==> src/rtl/pnp_cfg_pkg.sv <==
package pnp_cfg_pkg;
  localparam logic [7:0] IDX_DEVNUM = 8'h07;
  localparam logic [7:0] IDX_ACT    = 8'h30;
  localparam logic [7:0] IDX_B0_HI  = 8'h60;
  localparam logic [7:0] IDX_B0_LO  = 8'h61;
  localparam logic [7:0] IDX_B1_HI  = 8'h62;
  localparam logic [7:0] IDX_B1_LO  = 8'h63;
  localparam logic [7:0] IDX_IRQNUM = 8'h70;
  localparam logic [7:0] IDX_IRQTYP = 8'h71;

  typedef enum int {
    F_ACT, F_B0_HI, F_B0_LO, F_B1_HI, F_B1_LO, F_IRQNUM, F_IRQTYP, F_COUNT
  } field_e;
  localparam int NUM_FIELDS = F_COUNT;

  typedef struct packed {
    logic        active;
    logic [15:0] base0;
    logic [15:0] base1;
    logic [7:0]  irq_num;
    logic [1:0]  irq_type;  // [0] level, [1] invert
  } dev_cfg_t;
endpackage

==> src/rtl/pnp_index_decode.sv <==
module pnp_index_decode
  import pnp_cfg_pkg::*;
(
  input  logic [7:0]            idx_i,
  output logic                  devnum_hit_o,
  output logic [NUM_FIELDS-1:0] field_sel_o
);
  always_comb begin
    field_sel_o  = '0;
    devnum_hit_o = 1'b0;
    case (idx_i)
      IDX_DEVNUM: devnum_hit_o          = 1'b1;
      IDX_ACT:    field_sel_o[F_ACT]    = 1'b1;
      IDX_B0_HI:  field_sel_o[F_B0_HI]  = 1'b1;
      IDX_B0_LO:  field_sel_o[F_B0_LO]  = 1'b1;
      IDX_B1_HI:  field_sel_o[F_B1_HI]  = 1'b1;
      IDX_B1_LO:  field_sel_o[F_B1_LO]  = 1'b1;
      IDX_IRQNUM: field_sel_o[F_IRQNUM] = 1'b1;
      IDX_IRQTYP: field_sel_o[F_IRQTYP] = 1'b1;
      default: ;
    endcase
  end


  always_comb begin
    decode_onehot_chk: assert ($onehot0({devnum_hit_o, field_sel_o}));
  end
endmodule

==> src/rtl/pnp_dev_bank.sv <==
module pnp_dev_bank
  import pnp_cfg_pkg::*;
(
  input  logic                  clk_i,
  input  logic                  rst_ni,
  input  logic                  wr_i,
  input  logic [NUM_FIELDS-1:0] field_sel_i,
  input  logic [7:0]            wdata_i,
  output dev_cfg_t              cfg_o,
  output logic [7:0]            rd_o
);
  dev_cfg_t cfg_q;

  always_ff @(posedge clk_i or negedge rst_ni) begin
    if (!rst_ni) begin
      cfg_q <= '0;
    end else if (wr_i) begin
      if (field_sel_i[F_ACT])    cfg_q.active       <= wdata_i[0];
      if (field_sel_i[F_B0_HI])  cfg_q.base0[15:8]  <= wdata_i;
      if (field_sel_i[F_B0_LO])  cfg_q.base0[7:0]   <= wdata_i;
      if (field_sel_i[F_B1_HI])  cfg_q.base1[15:8]  <= wdata_i;
      if (field_sel_i[F_B1_LO])  cfg_q.base1[7:0]   <= wdata_i;
      if (field_sel_i[F_IRQNUM]) cfg_q.irq_num      <= wdata_i;
      if (field_sel_i[F_IRQTYP]) cfg_q.irq_type     <= wdata_i[1:0];
    end
  end

  always_comb begin
    rd_o = '0;
    if (field_sel_i[F_ACT])    rd_o = {7'd0, cfg_q.active};
    if (field_sel_i[F_B0_HI])  rd_o = cfg_q.base0[15:8];
    if (field_sel_i[F_B0_LO])  rd_o = cfg_q.base0[7:0];
    if (field_sel_i[F_B1_HI])  rd_o = cfg_q.base1[15:8];
    if (field_sel_i[F_B1_LO])  rd_o = cfg_q.base1[7:0];
    if (field_sel_i[F_IRQNUM]) rd_o = cfg_q.irq_num;
    if (field_sel_i[F_IRQTYP]) rd_o = {6'd0, cfg_q.irq_type};
  end

  assign cfg_o = cfg_q;


  bank_hold_chk: assert property (@(posedge clk_i) disable iff (!rst_ni)
    !wr_i |=> $stable(cfg_q));
endmodule

==> src/rtl/pnp_cfg_regs.sv <==
module pnp_cfg_regs
  import pnp_cfg_pkg::*;
#(
  parameter int NUM_DEV = 8
) (
  input  logic                  clk_i,
  input  logic                  rst_ni,
  input  logic                  wr_en_i,
  input  logic                  sel_i,
  input  logic [7:0]            wdata_i,
  output logic [7:0]            rdata_o,
  output logic [NUM_DEV-1:0]    dev_active_o,
  output logic [NUM_DEV*16-1:0] base0_o,
  output logic [NUM_DEV*16-1:0] base1_o,
  output logic [NUM_DEV*8-1:0]  irq_num_o,
  output logic [NUM_DEV-1:0]    irq_level_o,
  output logic [NUM_DEV-1:0]    irq_invert_o
);
  localparam int DEV_W = (NUM_DEV > 1) ? $clog2(NUM_DEV) : 1;

  logic [7:0]            idx_q, devnum_q;
  logic                  devnum_hit;
  logic [NUM_FIELDS-1:0] field_sel;
  logic [NUM_DEV-1:0]    bank_hit;
  logic                  dev_valid;
  logic                  data_wr;
  logic [7:0]            bank_rd [NUM_DEV];
  dev_cfg_t              bank_cfg [NUM_DEV];
  logic [7:0]            rd_mux;

  assign data_wr = wr_en_i && sel_i;

  always_ff @(posedge clk_i or negedge rst_ni) begin
    if (!rst_ni) begin
      idx_q    <= '0;
      devnum_q <= '0;
    end else if (wr_en_i) begin
      if (!sel_i)          idx_q    <= wdata_i;
      else if (devnum_hit) devnum_q <= wdata_i;
    end
  end

  pnp_index_decode dec_i (
    .idx_i        (idx_q),
    .devnum_hit_o (devnum_hit),
    .field_sel_o  (field_sel)
  );

  for (genvar i = 0; i < NUM_DEV; i++) begin : g_bank
    assign bank_hit[i] = (32'(devnum_q) == i);

    pnp_dev_bank bank_i (
      .clk_i       (clk_i),
      .rst_ni      (rst_ni),
      .wr_i        (data_wr && bank_hit[i]),
      .field_sel_i (field_sel),
      .wdata_i     (wdata_i),
      .cfg_o       (bank_cfg[i]),
      .rd_o        (bank_rd[i])
    );

    assign dev_active_o[i]        = bank_cfg[i].active;
    assign base0_o[i*16 +: 16]    = bank_cfg[i].base0;
    assign base1_o[i*16 +: 16]    = bank_cfg[i].base1;
    assign irq_num_o[i*8 +: 8]    = bank_cfg[i].irq_num;
    assign irq_level_o[i]         = bank_cfg[i].irq_type[0];
    assign irq_invert_o[i]        = bank_cfg[i].irq_type[1];
  end

  assign dev_valid = |bank_hit;

  always_comb begin
    rd_mux = '0;
    for (int i = 0; i < NUM_DEV; i++) begin
      if (bank_hit[i]) rd_mux = bank_rd[i];
    end
  end

  assign rdata_o = !sel_i     ? idx_q    :
                   devnum_hit ? devnum_q : rd_mux;


  idx_wr_chk: assert property (@(posedge clk_i) disable iff (!rst_ni)
    wr_en_i && !sel_i |=> idx_q == $past(wdata_i));


  devnum_wr_chk: assert property (@(posedge clk_i) disable iff (!rst_ni)
    data_wr && idx_q == IDX_DEVNUM |=> devnum_q == $past(wdata_i));


  act_wr_chk: assert property (@(posedge clk_i) disable iff (!rst_ni)
    data_wr && idx_q == IDX_ACT && dev_valid
    |=> dev_active_o[$past(devnum_q[DEV_W-1:0])] == $past(wdata_i[0]));


  oor_wr_chk: assert property (@(posedge clk_i) disable iff (!rst_ni)
    data_wr && !dev_valid
    |=> $stable(dev_active_o) && $stable(base0_o) && $stable(base1_o)
        && $stable(irq_num_o) && $stable(irq_level_o) && $stable(irq_invert_o));


  oor_rd_chk: assert property (@(posedge clk_i) disable iff (!rst_ni)
    sel_i && !dev_valid && idx_q != IDX_DEVNUM |-> rdata_o == 8'h00);
endmodule

==> config.mk <==
export PLATFORM = sky130hd
export DESIGN_NAME = pnp_cfg_regs
export DESIGN_NICKNAME = d
export VERILOG_FILES = /design/src/rtl/pnp_cfg_pkg.sv /design/src/rtl/pnp_index_decode.sv /design/src/rtl/pnp_dev_bank.sv /design/src/rtl/pnp_cfg_regs.sv
export SDC_FILE = /design/constraint.sdc
export NUM_CORES = 1
export LEC_CHECK = 0
export BUFFER_PORTS_ARGS = -buffer_cell sky130_fd_sc_hd__buf_2
export CORE_MARGIN = 4
export CORE_UTILIZATION = 45
export DETAILED_ROUTE_END_ITERATION = 12
export PLACE_DENSITY_LB_ADDON = 0.25
export SLEW_MARGIN = 25
export SYNTH_ARGS = -nofsm -noshare
export SYNTH_HDL_FRONTEND = slang
export SYNTH_SLANG_ARGS = --single-unit
==> constraint.sdc <==
create_clock -name clk_i -period 3.55 [get_ports clk_i]
set_clock_uncertainty 0.15 [all_clocks]
set_input_delay 0.5325 -clock clk_i [delete_from_list [all_inputs] [get_ports clk_i]]
set_output_delay 0.5325 -clock clk_i [all_outputs]
set_load 0.05 [all_outputs]
### Word level (Yosys, flattened, before mapping)

Index checks and enable logic that the tools add are counted.

* memories: 0
* input port bits: 12
* bits in read-only memories: 0
* output and inout bits: 352
* memory bits (writable): 0
* logic and storage cells: 216
* register bits after elaboration: 360
* bits in latches: 0

* equality and inequality tests: 15
* div/mod/pow operators: 0
* $mul: 0
* add/sub/neg operators: 0
* bitwise gates (word level): 1
* shift-type cells: 0
* muxes and demuxes: 74
* $lt $le $gt $ge: 0
* reductions and logical operators: 68

Operators by type and width (number)
* 2-to-1 mux 8 bit: 58
* AND reduction 2 bit: 57
* equality test 8 x 7 -> 1 bit (second input constant): 6
* equality test 8 x 3 -> 1 bit (second input constant): 5
* equality test 8 x 2 -> 1 bit (second input constant): 2
* 2-to-1 mux 1 bit: 16
* logical AND 1 bit: 9
* equality test 8 x 1 -> 1 bit (second input constant): 1
* equality test 8 x 6 -> 1 bit (second input constant): 1
* zero test 8 bit: 1
* AND reduction 3 bit: 1
* NOT 1 bit: 1

### Depth between registers and ports, before layout

Gate-level depths: netlist (run 1).

* word-level depth: 19
* depth in mapped cells: 11
* depth with buffers taken out: 7

### Hierarchy

A second synthesis (run 1) with hierarchy kept.

* cells, all modules: 1489
* area, all modules: 17743.3 sq um

Modules (own cells, without submodules)
* pnp_dev_bank: cells an instance 162, times used 8, area an instance 2014.4 sq um, sequential area each 1076.0 sq um
* pnp_cfg_regs: cells an instance 177, times used 1, area an instance 1505.2 sq um, sequential area each 400.4 sq um
* pnp_index_decode: cells an instance 16, times used 1, area an instance 122.6 sq um, sequential area each 0.0 sq um

### Least setup slack after synthesis (run 1)

Ideal clock, no wire load.

* kind: register to output
* from: register idx_q[0]
* to: output port rdata_o[0]
* stages on the path, launching flop included: 9
* path buffers: 1
* setup slack: -243 ps
* data required time: 2867 ps
* arrival: 3110 ps
* path through: dfrtp_1 buf_6 or4_4 nor2_4 a22oi_1 o22ai_1 o21ai_1 a211o_1 o31ai_1

* longest elaborated chain between the ends: 19
* elaborated cells on any way between the ends: 82
* classes of those cells: eq/ne: 8; mux: 74

RTL lines
* from (decl): line pnp_cfg_regs.sv:21 `logic [7:0] idx_q, devnum_q;`
* from (signal assigned): line pnp_cfg_regs.sv:38 `if (!sel_i) idx_q <= wdata_i;`
* equality test 8 x 6 -> 1 bit: line pnp_index_decode.sv:11 `case (idx_i)`
* 2-to-1 mux 1 bit: line pnp_index_decode.sv:11
* 2-to-1 mux 1 bit: line pnp_dev_bank.sv:30 `if (field_sel_i[F_ACT]) rd_o = {7'd0, cfg_q.active};`
* 2-to-1 mux 8 bit: line pnp_dev_bank.sv:31 `if (field_sel_i[F_B0_HI]) rd_o = cfg_q.base0[15:8];`
* 2-to-1 mux 8 bit: line pnp_dev_bank.sv:32 `if (field_sel_i[F_B0_LO]) rd_o = cfg_q.base0[7:0];`
* 2-to-1 mux 8 bit: line pnp_dev_bank.sv:33 `if (field_sel_i[F_B1_HI]) rd_o = cfg_q.base1[15:8];`
* 2-to-1 mux 8 bit: line pnp_dev_bank.sv:34 `if (field_sel_i[F_B1_LO]) rd_o = cfg_q.base1[7:0];`
* 2-to-1 mux 8 bit: line pnp_dev_bank.sv:35 `if (field_sel_i[F_IRQNUM]) rd_o = cfg_q.irq_num;`
* 2-to-1 mux 8 bit: line pnp_dev_bank.sv:36 `if (field_sel_i[F_IRQTYP]) rd_o = {6'd0, cfg_q.irq_type};`
* 2-to-1 mux 8 bit (8 in a row): line pnp_cfg_regs.sv:75 `if (bank_hit[i]) rd_mux = bank_rd[i];`
* 2-to-1 mux 8 bit: line pnp_cfg_regs.sv:80 `devnum_hit ? devnum_q : rd_mux;`
* 2-to-1 mux 8 bit (*): line pnp_cfg_regs.sv:79 `assign rdata_o = !sel_i ? idx_q :`
* to (decl): line pnp_cfg_regs.sv:11 `output logic [7:0] rdata_o,`

Mark *: on every way between the ends. The rest lies on a longest branch, timed or not.

### Worst setup path in the final report (run 1)

* from: register idx_q[1]
* to: output port rdata_o[4]

* longest elaborated chain between the ends: 18
* elaborated cells on any way between the ends: 72
* classes of those cells: eq/ne: 7; mux: 65

RTL lines (line)
* equality test 8 x 7 -> 1 bit: pnp_index_decode.sv:11
* 2-to-1 mux 1 bit: pnp_index_decode.sv:11
* 2-to-1 mux 8 bit: pnp_dev_bank.sv:31
* 2-to-1 mux 8 bit: pnp_dev_bank.sv:32
* 2-to-1 mux 8 bit: pnp_dev_bank.sv:33
* 2-to-1 mux 8 bit: pnp_dev_bank.sv:34
* 2-to-1 mux 8 bit: pnp_dev_bank.sv:35
* 2-to-1 mux 8 bit: pnp_dev_bank.sv:36
* 2-to-1 mux 8 bit (8 in a row): pnp_cfg_regs.sv:75
* 2-to-1 mux 8 bit (*): pnp_cfg_regs.sv:80
* 2-to-1 mux 8 bit (*): pnp_cfg_regs.sv:79

Marks and branches as above.

==> impl_metrics.tcl, run 1 <==
set metrics [dict create \
    cp.arrival_ns 3.53 \
    hold_viol 0 \
    violations "negative setup slack" \
    n_antenna_cell 0 \
    clkTransAtPathRegs_ns 0.06 \
    syn_area_sq_um 17400 \
    cp.required_ns 2.87 \
    dp_cells 2292 \
    synth_top_cell_area_share_pct 51.8 \
    finalCritPeriodShare_pct 119 \
    fmax_mhz 237 \
    max_slew_margin_pct 27.3 \
    tightest_slew_ns 1.09 \
    fin_setup_tns_ns -4.13 \
    yosysTopAreaCell "dfrtp_1" \
    core_sq_um 37800 \
    synthMuxAreaShare_pct 25.8 \
    rows 71 \
    drc 0 \
    ys_warn_count 0 \
    async_flop_share_pct 100 \
    die-width_um 205 \
    antenna_found_initial 0 \
    io_pins 364 \
    final_nets 1907 \
    synth.avg_cell_area_sq_um 12.6 \
    synthFlopType "dfrtp_1" \
    synth.distinct_cells 77 \
    worstSetupPathType "reg2out" \
    synth_edf_count 0 \
    avgViaCountPerCell 6.10 \
    synth-compound-area-share_pct 10.1 \
    timing.rr.start "idx_q[4]$_DFFE_PN0P_" \
    crit_path_max_fanout 6 \
    synthAdderAreaFrac_pct 0 \
    status "complete, but fails checks" \
    drv_cap 0 \
    area_growth_pct 33.8 \
    yosys.area_share.simple_pct 9.13 \
    antenna_left 0 \
    drt_iter0_markers 1394 \
    drive_gt1_share_pct 58.8 \
    die_y_um 205 \
    start_util_pct 45.9 \
    clk_latency_ns 0.56 \
    ys_top_cells_by_area "dfrtp_1 (52%), mux2_2 (23%), a21oi_1 (2.0%)" \
    final_area_sq_um 23300 \
    avgRoutedWirePerCell_um 29.4 \
    synth_xor_xnor_area_share_pct 0 \
    startpoint "idx_q[1]$_DFFE_PN0P_" \
    root_buffer "clkbuf_16" \
    hold_path_class "in2async" \
    syn-num-nets 1394 \
    placed_area_sq_um 20600 \
    track_usage_pct 33.6 \
    setup_slack_ns -0.664 \
    via_count 14844 \
    routed_wl_mm 71.7 \
    synth.cells.most_frequent "dfrtp_1 (360), mux2_2 (357), a21oi_1 (69)" \
    critPathCaptureType "output port" \
    drv_slew 0 \
    synth_top_family_by_area "multiplexers" \
    finalSetupViolCount 8 \
    gp_congestion 1.08 \
    fin_cells 2435 \
    critPathLaunchType "register" \
    clk_path_buf_depth 3 \
    synth_seq_area_share_pct 51.8 \
    grt_pass1_wl_mm 104 \
    synthesis.instances 1382 \
    synth_most_common_cell "dfrtp_1" \
    port_buffers 363 \
    vdd_drop_max_uv 348 \
    cts_max_level 2 \
    ys_seq_elements 360 \
    p_leak_nw 12.0 \
    clkSinkCount 360 \
    rsz0062_at_grt "yes" \
    p_per_area_nw_per_um2 422 \
    grt_pass1_vias 14999 \
    hpwl_mm 50.3 \
    die_area_sq_um 41800 \
    hold_slack_ns 0.366 \
    numCtsBuffers 40 \
    period_needed_ns 4.21 \
    overflow 0 \
    cts_tree "done" \
    grt_max_degree 81 \
    first_pass_iters 5 \
]
area by class of cell:
cell class	count	area, sq um
Sequential cell	360	9010
Fill cell	3158	14600
Tap cell	511	639
Inverter	5	22.5
Clock buffer	58	1180
Timing Repair Buffer	569	4000
Multi-Input combinational cell	919	8250
Clock inverter	13	158
worst paths after layout:
check	end	slack, ns	depth (start not counted)
setup reg to reg	g_bank[2].bank_i.cfg_o[32]$_DFFE_PN0P_	0.57	8
max in group asynchronous	g_bank[2].bank_i.cfg_o[17]$_DFFE_PN0P_	1.98	3
min in group clk_i	g_bank[3].bank_i.cfg_o[35]$_DFFE_PN0P_	0.37	1
hold reg to reg	g_bank[3].bank_i.cfg_o[35]$_DFFE_PN0P_	0.37	1
hold / removal	g_bank[1].bank_i.cfg_o[38]$_DFFE_PN0P_	0.37	2
setup / recovery	rdata_o[4]	-0.66	10
power by group:
group          switching, W  total [W]  internal [W]
Clock               0.00172    0.00425       0.00253
Sequential        0.0000578    0.00422       0.00416
Combinational      0.000877    0.00135      0.000474
flip-flops by register name (all words and copies together), names as in the netlist:
| register | flops |
|---|---|
| g_bank.bank_i.cfg_o | 344 |
| devnum_q | 8 |
| idx_q | 8 |
per-layer routing:
metal	vias up	wire, um	share of wire [%]	global-route usage (%)
met5	-	0	0	0
met4	0	2210	3.1	9.72
met3	144	6170	8.6	6.68
met2	781	33000	46	52.8
met1	7756	30300	42	47.7
li1	6163	-	-	-
cell usage in the layout, fill, tap and decap left out, types with 8 or more instances in the layout:
cell type / instances
dfrtp_1: 358
mux2_2: 357
buf_2: 351
buf_4: 148
nor2_1: 60
a21oi_1: 60
nand2_1: 52
clkbuf_16: 42
o21ai_0: 34
a22oi_1: 33
mux2i_1: 32
buf_6: 31
buf_12: 28
nor2_4: 20
nor2_2: 18
nand2_2: 17
nor3_1: 16
a222oi_1: 14
a221oi_1: 11
nand3_1: 9
clkbuf_1: 9
a21oi_2: 8
critical path, stage by stage (launching register included):
cell	delay, ns
dfrtp_2	0.41
or4_4	0.59
nor2_4	0.14
buf_12	0.15
buf_6	0.10
a21oi_2	0.05
o211ai_1	0.48
o211ai_1	0.32
a211o_1	0.36
a21oi_4	0.19
buf_6	0.19
logic make-up after synthesis:
family,Yosys count
muxes,398
AOI/OAI and AO/OA,255
and+or+nand+nor,266
buffers and inverters,103
DFF,360
stage by stage:
step / setup WS [ns] / utilization [%] / power [W]
4_1_cts: -0.571 / 60.9 / 0.00980
5_1_grt: -0.691 / 61.5 / 0.0101
6_report: -0.664 / 61.5 / 0.00982
3_3_place_gp: -0.368 / 54.4 / 0.00538
3_5_place_dp: -0.433 / 54.4 / 0.00539
2_1_floorplan: 0.0871 / - / 0.00488
repair_timing:
action	in CTS	in global routing
cloned	4	0
endpoints found under the setup margin	8	8
hold buffers	1	0
hold endpoints to repair	64	0
resized for setup	117	26
buffers inserted	57	13
pin swaps	61	24
Note: power is estimated with default switching activity, not from simulation.
==> run 2, diff against run 1 <==
Settings changed: SETUP_SLACK_MARGIN set to 0.5.
==> run 2 against run 1 <==
- the run still ends with negative setup slack left
- worst setup slack gained 0.31 ns
- clock power is essentially flat
- sequential share of layout area grew 0.68 points
==> impl_metrics.tcl, run 2 (synthesis results as in run 1) <==
set metrics [dict create \
    grt_pass1_wl_mm 103 \
    max_stage_delay_ns 0.45 \
    fin_cells 2404 \
    root_buffer "clkbuf_16" \
    cts_max_level 2 \
    die-width_um 205 \
    overflow 0 \
    finalCritPeriodShare_pct 110 \
    finalSetupViolCount 8 \
    period_needed_ns 3.90 \
    clkTransAtPathRegs_ns 0.06 \
    avgRoutedWirePerCell_um 30.0 \
    cpMaxStageDelayCell "dfrtp_2" \
    grt_pass1_vias 14604 \
    gp_congestion 1.05 \
    worstSetupPathType "reg2out" \
    numCtsBuffers 40 \
    n_antenna_cell 0 \
    cp.arrival_ns 3.22 \
    core_sq_um 37800 \
    tightest_slew_ns 1.11 \
    antenna_left 0 \
    drc 0 \
    path_cells "nand4bb_4, buf_6, nor2_4, buf_4, buf_4, a222oi_1, a31oi_1, nor4_1, buf_4, o21ai_2, a221o_2, buf_8" \
    die_y_um 205 \
    critPathCaptureType "output port" \
    cts_tree "done" \
    rows 71 \
    clkSinkCount 360 \
    cpMostUsedCell "buf_4" \
    timing.rr.start "devnum_q[7]$_DFFE_PN0P_" \
    drv_cap 0 \
    start_util_pct 45.9 \
    hold_path_class "reg2reg" \
    routed_wl_mm 72.0 \
    min_to "g_bank[3].bank_i.cfg_o[35]$_DFFE_PN0P_" \
    p_total_w 0.00970 \
    rsz0062_at_grt "yes" \
    max_slew_margin_pct 26.2 \
    setup_slack_ns -0.351 \
    rr_endpoint "g_bank[6].bank_i.cfg_o[30]$_DFFE_PN0P_" \
    grt_max_degree 81 \
    crit_family "compound AO/OA/AOI/OAI gates" \
    worstPathBufferInverterCount 5 \
    hold_viol 0 \
    clk_path_buf_depth 3 \
    die_area_sq_um 41800 \
    violations "negative setup slack" \
    holdPathStages 1 \
    track_usage_pct 33.6 \
    fillCellCount 3191 \
    drt_iter0_markers 1485 \
    io_pins 364 \
    dp_worst_setup_slack_ns -0.104 \
    layout_commonest_cell "mux2_2" \
    crit_path_max_fanout 5 \
    dp_cells 2294 \
    port_buffers 363 \
    drv_slew 0 \
    area_growth_pct 31.5 \
    largest_reg_flops 344 \
    avgViaCountPerCell 6.10 \
    final_nets 1875 \
    vdd_drop_max_uv 348 \
    layout_common_cells "mux2_2 (357), dfrtp_1 (355), buf_2 (353)" \
    fmax_mhz 256 \
    status "complete, but fails checks" \
    hpwl_mm 52.3 \
    r2r_setup_slack_ns 0.63 \
    first_pass_iters 6 \
    p_leak_nw 11.7 \
    p_per_area_nw_per_um2 424 \
    drive_gt1_share_pct 58.5 \
    clk_latency_ns 0.54 \
    antenna_found_initial 0 \
    cp.required_ns 2.87 \
    min_from "g_bank[3].bank_i.cfg_o[35]$_DFFE_PN0P_" \
    ff2ff_path_depth 7 \
    via_count 14676 \
    critPathLaunchType "register" \
]
[run 2: repair_timing]
item                                   4_1_cts  5_1_grt
cloned                                       2        1
gates resized for setup                     70       47
setup buffers                               27        7
hold buffers                                 1        0
pin swaps                                   28       30
endpoints found under the hold margin       72        0
setup endpoints to repair                    8        8
[run 2: cell type report]
class                   instances  area, sq um  share of cell area, %
inverters                       5         18.8                 0.0821
flip-flops and latches        360         9010                   39.4
clock inverters                13          150                  0.657
clock buffers                  59         1190                   5.22
repair buffers                537         3590                   15.7
well taps                     511          639                   2.80
multi-input cells             919         8260                   36.1
[run 2: how the worst max path moves through the flow]
stage	start	to	slack, ns	cells after the start
2_1_floorplan	idx_q[0]$_DFFE_PN0P_	rdata_o[0]	0.41	8
3_3_place_gp	devnum_q[7]$_DFFE_PN0P_	rdata_o[0]	-0.08	7
3_5_place_dp	idx_q[6]$_DFFE_PN0P_	rdata_o[7]	-0.10	11
4_1_cts	idx_q[1]$_DFFE_PN0P_	rdata_o[2]	-0.33	10
5_1_grt	idx_q[6]$_DFFE_PN0P_	rdata_o[3]	-0.41	12
6_report	idx_q[6]$_DFFE_PN0P_	rdata_o[3]	-0.35	12
[run 2: per-stage QoR]
step	util (%)	hold WS, ns	cell area [sq um]	TNS (ns)
after floorplan	-	0.0869	17500	0
after global placement	54.6	0.353	20700	-0.189
after detailed placement	54.6	0.363	20700	-0.184
after CTS	59.7	0.377	22600	-2.21
after global routing	60.4	0.396	22900	-2.73
final	60.4	0.374	22900	-2.35
[run 2: per-layer routing]
metal / part of all wire [%] / wire (um) / vias to the layer above / GRT usage (%)
met1: 42 / 30300 / 7631 / 48.1
met3: 8.6 / 6210 / 142 / 6.35
li1: - / - / 6109 / -
met5: 0 / 0 / - / 0
met4: 3.4 / 2480 / 0 / 10.3
met2: 46 / 33000 / 794 / 52.3
[run 2: power by group]
part | switching, W | internal [W] | total (W)
clock | 0.00167 | 0.00255 | 0.00422
combinational | 0.000848 | 0.000409 | 0.00126
sequential | 0.0000655 | 0.00416 | 0.00422
total | 0.00258 | 0.00712 | 0.00970
